[src/rtl/pcflow_pkg.sv]
package pcflow_pkg;

    typedef enum logic [1:0] {
        FLOW_SEQ    = 2'd0,
        FLOW_JUMP   = 2'd1,
        FLOW_BRANCH = 2'd2,
        FLOW_SKIP   = 2'd3
    } flow_kind_e;

    typedef enum logic [1:0] {
        STEP_ONE   = 2'd0,
        STEP_TWO   = 2'd1,
        STEP_THREE = 2'd2,
        STEP_REL   = 2'd3
    } step_e;

    localparam int CYC_W = 2;

    typedef struct packed {
        logic              taken;
        step_e             step;
        logic [CYC_W-1:0]  cycles;
    } decision_t;

    // Execute cycles for a skip that fires, chosen by the next instruction's length
    function automatic logic [CYC_W-1:0] skip_cycles(input logic two_word);
        return two_word ? 2'd3 : 2'd2;
    endfunction

    function automatic step_e skip_step(input logic two_word);
        return two_word ? STEP_THREE : STEP_TWO;
    endfunction

endpackage

[src/rtl/pcflow_cond_sel.sv]
module pcflow_cond_sel #(
    parameter int FLAG_W = 8,
    localparam int SEL_W = $clog2(FLAG_W)
) (
    input  logic [FLAG_W-1:0] status,
    input  logic [SEL_W-1:0]  bit_sel,
    input  logic              pol_set,
    output logic              hit
);
    logic [FLAG_W-1:0] match;

    // One polarity comparator per status bit, then a single select
    for (genvar i = 0; i < FLAG_W; i++) begin : g_match
        assign match[i] = (status[i] == pol_set);
    end

    assign hit = match[bit_sel];

endmodule

[src/rtl/pcflow_decide.sv]
module pcflow_decide
    import pcflow_pkg::*;
(
    input  flow_kind_e kind,
    input  logic       cond_hit,
    input  logic       skip_cond,
    input  logic       next_two_word,
    output decision_t  dec
);
    always_comb begin
        dec.taken  = 1'b0;
        dec.step   = STEP_ONE;
        dec.cycles = 2'd1;
        unique case (kind)
            FLOW_SEQ: begin
                dec.taken  = 1'b0;
                dec.step   = STEP_ONE;
                dec.cycles = 2'd1;
            end
            FLOW_JUMP: begin
                dec.taken  = 1'b1;
                dec.step   = STEP_REL;
                dec.cycles = 2'd2;
            end
            FLOW_BRANCH: begin
                if (cond_hit) begin
                    dec.taken  = 1'b1;
                    dec.step   = STEP_REL;
                    dec.cycles = 2'd2;
                end
            end
            FLOW_SKIP: begin
                if (skip_cond) begin
                    dec.taken  = 1'b1;
                    dec.step   = skip_step(next_two_word);
                    dec.cycles = skip_cycles(next_two_word);
                end
            end
            default: begin
                dec.taken  = 1'b0;
                dec.step   = STEP_ONE;
                dec.cycles = 2'd1;
            end
        endcase
    end

endmodule

[src/rtl/pcflow_target.sv]
module pcflow_target
    import pcflow_pkg::*;
#(
    parameter int PC_W  = 12,
    parameter int OFF_W = 12
) (
    input  logic [PC_W-1:0]  cur_pc,
    input  logic [OFF_W-1:0] rel_off,
    input  step_e            step,
    output logic [PC_W-1:0]  target
);
    logic [PC_W-1:0] off_ext;
    logic [PC_W-1:0] rel_sum;
    logic [PC_W-1:0] inc_amt;

    // Offset brought to PC width: sign-extended, or truncated when wider
    if (OFF_W >= PC_W) begin : g_trunc
        assign off_ext = rel_off[PC_W-1:0];
    end else begin : g_sext
        assign off_ext = {{(PC_W-OFF_W){rel_off[OFF_W-1]}}, rel_off};
    end

    assign rel_sum = cur_pc + off_ext + PC_W'(1);

    always_comb begin
        unique case (step)
            STEP_TWO:   inc_amt = PC_W'(2);
            STEP_THREE: inc_amt = PC_W'(3);
            default:    inc_amt = PC_W'(1);
        endcase
    end

    // Modulo 2^PC_W wrap comes from the fixed result width
    assign target = (step == STEP_REL) ? rel_sum : (cur_pc + inc_amt);

endmodule

[src/rtl/pcflow_unit.sv]
module pcflow_unit
    import pcflow_pkg::*;
#(
    parameter int PC_W   = 12,
    parameter int OFF_W  = 12,
    parameter int FLAG_W = 8,
    localparam int SEL_W = $clog2(FLAG_W)
) (
    input  logic              clk,
    input  logic              rst,
    input  logic              op_valid,
    input  logic [1:0]        op_kind,
    input  logic [PC_W-1:0]   cur_pc,
    input  logic [OFF_W-1:0]  rel_off,
    input  logic [FLAG_W-1:0] status,
    input  logic [SEL_W-1:0]  bit_sel,
    input  logic              pol_set,
    input  logic              skip_cond,
    input  logic              next_two_word,
    output logic              res_valid,
    output logic [PC_W-1:0]   next_pc,
    output logic [CYC_W-1:0]  exec_cycles,
    output logic              taken
);
    flow_kind_e      kind;
    logic            cond_hit;
    decision_t       dec;
    logic [PC_W-1:0] target;

    assign kind = flow_kind_e'(op_kind);

    pcflow_cond_sel #(.FLAG_W(FLAG_W)) cond_i (
        .status  (status),
        .bit_sel (bit_sel),
        .pol_set (pol_set),
        .hit     (cond_hit)
    );

    pcflow_decide decide_i (
        .kind          (kind),
        .cond_hit      (cond_hit),
        .skip_cond     (skip_cond),
        .next_two_word (next_two_word),
        .dec           (dec)
    );

    pcflow_target #(.PC_W(PC_W), .OFF_W(OFF_W)) target_i (
        .cur_pc  (cur_pc),
        .rel_off (rel_off),
        .step    (dec.step),
        .target  (target)
    );

    always_ff @(posedge clk) begin
        if (rst) begin
            res_valid   <= 1'b0;
            next_pc     <= '0;
            exec_cycles <= '0;
            taken       <= 1'b0;
        end else begin
            res_valid <= op_valid;
            if (op_valid) begin
                next_pc     <= target;
                exec_cycles <= dec.cycles;
                taken       <= dec.taken;
            end
        end
    end

endmodule

[config.mk]
export PLATFORM = sky130hd
export DESIGN_NAME = pcflow_unit
export DESIGN_NICKNAME = d
export VERILOG_FILES = /design/src/rtl/pcflow_pkg.sv /design/src/rtl/pcflow_cond_sel.sv /design/src/rtl/pcflow_decide.sv /design/src/rtl/pcflow_target.sv /design/src/rtl/pcflow_unit.sv
export SDC_FILE = /design/constraint.sdc
export NUM_CORES = 1
export LEC_CHECK = 0
export CAP_MARGIN = 15
export CORE_MARGIN = 2
export CORE_UTILIZATION = 45
export CTS_CLUSTER_SIZE = 40
export DETAILED_ROUTE_END_ITERATION = 16
export PLACE_DENSITY = 0.81
export REMOVE_ABC_BUFFERS = 1
export SETUP_SLACK_MARGIN = 0.2
export SKIP_LAST_GASP = 1
export SLEW_MARGIN = 10
export SYNTH_ARGS = -nofsm -noshare
export SYNTH_HDL_FRONTEND = slang
export SYNTH_SLANG_ARGS = --single-unit
[constraint.sdc]
create_clock -name clk -period 4.2 [get_ports clk]
set_input_delay 0.63 -clock clk [delete_from_list [all_inputs] [get_ports clk]]
set_output_delay 0.63 -clock clk [all_outputs]
set_load 0.02 [all_outputs]
==> flow_summary_export.csv <==
group,metric,value,unit
setup_path,cp_data_required_time,4.46,ns
global_routing,grt_pass1_wl,6980,um
clock_network,clkLatencyLatePin,0.29,ns
setup_path,worstSetupPathType,"input pin to flop",
floorplan,ios,59,
sta,fin_ws,0.529,ns
logic_synthesis,synth_top_area_cell,"dfxtp_1",
global_routing,gr-total-overflow,0,
pwr,power,0.509,mW
job,drv_cap,0,
logic_synthesis,syn_area,1580,um2
drt,wl_per_cell,13.3,um
sta,slew_headroom,68.4,%
floorplan,num_rows,21,
global_routing,grt_pass1_vias,1476,
setup_path,slowest_stage,"clkdlybuf4s50_1",
logic_synthesis,synth-edff-count,0,
setup_path,end_kind,"flop",
finish,multi_input_area,1200,um2
finish,areaGrowthSynthToFinish,40.8,%
sta,setup_tns,0,ns
global_routing,grt_start_max_net_pins,20,
sta,max_freq,0.272,GHz
pwr,switching_share,36.5,%
logic_synthesis,synth.most_common_cell,"nand2_1",
drt,firstDrtPassIters,4,
sta,rsz0062_at_grt,"no",
sta,finalHoldViolCount,0,
clock_network,postCtsSetupRepairBufs,0,
finish,diodes,0,
setup_path,critical-path-max-stage-delay,0.53,ns
floorplan,die_x,63.2,um
pwr,vdd_drop_max,0.112,mV
finish,fin_util,66.1,%
floorplan,die_h,63.2,um
pwr,power_density,229,nW/um2
finish,final_cell_area,2220,um2
drt,wirelength,4050,um
sta,finalSetupViolCount,0,
global_routing,track_usage,21.4,%
floorplan,core_area,3360,um2
finish,layoutNonFillerInstCount,304,
sta,tightest_slew,0.472,ns
drt,ant_nets,0,
setup_path,cp_max_fo,4,
sta,fin_hold_ws,0.476,ns
run_status,outcome,"complete, no violations",
clock_network,cts.repair.resized,0,
clock_network,clock_path_buffers,2,
logic_synthesis,seq_area_frac_synth,19.0,%
finish,final_layout_size_suffix_gt1_share,5.04,%
place,place_congestion,0.945,
sta,slew_violations,0,
clock_network,hold_buffers,0,
clock_network,cts.sink_count,15,
place,portBuffers,58,
logic_synthesis,synthFlopType,"dfxtp_1",
clock_network,htreeDepth,1,
setup_path,path_cells,"clkdlybuf4s50_1, mux4_2, mux2i_1, mux2i_1, a21oi_1, ha_1, inv_1, ha_1, a21o_1, nand2_1, or4b_1, a31oi_1, a211o_1",
sta,clock_skew,0,ns
finish,final_nets,319,
place,dp_cells,300,
setup_path,arrival,3.93,ns
logic_synthesis,ys_types,48,
clock_network,cts_buffers,3,
finish,fillerInstances,308,
logic_synthesis,yosysTopAreaCellShare,19.0,%
sta,finalCritPeriodShare,87.4,%
global_routing,antenna_found_initial,0,
logic_synthesis,synth-seq-cells,15,
drt,drcViolationCount,0,
place,hpwlAfterDp,3300,um
pwr,power.switching,0.186,mW
logic_synthesis,synth_area_per_cell,7.82,um2
pwr,seqPwrFrac,32.0,%
clock_network,clock-root-buffer,"clkbuf_4",
clock_network,cts_tree,"done",
finish,seqCellArea,300,um2
floorplan,start_util,46.9,%
setup_path,startpoint_type,"input pin",
logic_synthesis,synthArstFlopShare,0,%
drt,dr_total_vias,1679,
place,pre_cts_slack,0.192,ns
pwr,p_leak,0.892,nW
logic_synthesis,synthTopCellsByArea,"dfxtp_1 (19%), ha_1 (12%), nand2_1 (5.5%)",
pwr,p_int,0.323,mW
pwr,power_frac_comb,50.5,%
logic_synthesis,yosys-top-cells-count,"nand2_1 (23), nor2_1 (17), dfxtp_1 (15), ha_1 (15), a21oi_1 (13)",
sta,fin_crit,3.67,ns
worst_hold_path,hold_class,"flop to flop",
clock_network,path_clk_slew,0.10,ns
drt,drtIter0Drc,121,
logic_synthesis,ys_warn_count,0,
floorplan,fp.dieArea,4000,um2
drt,vias_per_cell,5.52,
logic_synthesis,syn_inst,202,
place,postPlaceCellArea,2200,um2
pwr,clkPwrFrac,17.4,%
==> cell usage in the layout, fill, tap and decap left out, drive strengths merged, types with 2 or more instances in the layout <==
| master | n |
|---|---|
| nand2b | 2 |
| nor2b | 3 |
| mux2i | 8 |
| clkbuf | 4 |
| mux4 | 2 |
| o211ai | 2 |
| ha | 15 |
| nand4 | 7 |
| dfxtp | 15 |
| a211oi | 6 |
| nor3b | 3 |
| o21ai | 12 |
| buf | 2 |
| nor2 | 17 |
| fa | 2 |
| inv | 12 |
| a311oi | 2 |
| a21o | 4 |
| nand2 | 23 |
| a21oi | 13 |
| nand3 | 6 |
| xor2 | 4 |
| nor3 | 4 |
| clkdlybuf4s50 | 58 |
| xnor2 | 9 |
| o21bai | 2 |
==> kinds of logic after synthesis <==
group / count (synthesis) / synth area share [%]
AND/OR/NAND/NOR: 73 / 22.9
AO/OA/AOI/OAI: 53 / 22.7
buffers and inverters: 20 / 5.07
adder cells (fa/ha/maj): 17 / 14.4
flip-flops: 15 / 19.0
XOR/XNOR: 13 / 7.21
multiplexers: 11 / 8.64
==> layout make-up <==
| class | instances | area share [%] |
|---|---|---|
| clock buffer | 4 | 1.18 |
| inverter | 12 | 2.03 |
| multi-input combinational | 167 | 53.9 |
| sequential | 15 | 13.5 |
| tap | 46 | 2.59 |
| timing repair buffer | 60 | 26.8 |
==> path summary, 6_finish.rpt <==
path / start / end / slack (ns) / cells after the start
setup / recovery: bit_sel[0] / next_pc[11] / 0.53 / 13
setup reg to reg: next_pc[11] / next_pc[11] / 3.07 / 4
hold / removal: exec_cycles[0] / exec_cycles[0] / 0.48 / 2
hold reg to reg: exec_cycles[0] / exec_cycles[0] / 0.48 / 2
==> critical path, delay by kind of cell <==
family | cells | cell delay (ns)
buffers and inverters | 2 | 0.59
and+or+nand+nor | 2 | 0.57
AOI/OAI and AO/OA | 4 | 0.57
muxes | 3 | 1.00
adders and majority gates | 2 | 0.57
==> power by group through the flow <==
stage / sequential (mW) / combinational, mW / clock, mW
after CTS: 0.163 / 0.257 / 0.0908
after global placement: 0.166 / 0.253 / 0
after floorplan: 0.183 / 0.130 / 0
final: 0.163 / 0.257 / 0.0887
after global routing: 0.165 / 0.283 / 0.100
after detailed placement: 0.167 / 0.256 / 0
==> flip-flops by register name (all words and copies together), names as in the netlist <==
signal / flops
res_valid: 1
next_pc: 12
exec_cycles: 2
==> layer usage <==
metal	global-route usage (%)	part of all wire, %	vias up
met5	0	0	-
met4	6.52	1.4	0
met1	29.9	46	752
met2	33.9	46	66
met3	3.39	6.9	5
li1	-	-	856
Note: power is estimated with default switching activity, not from simulation.
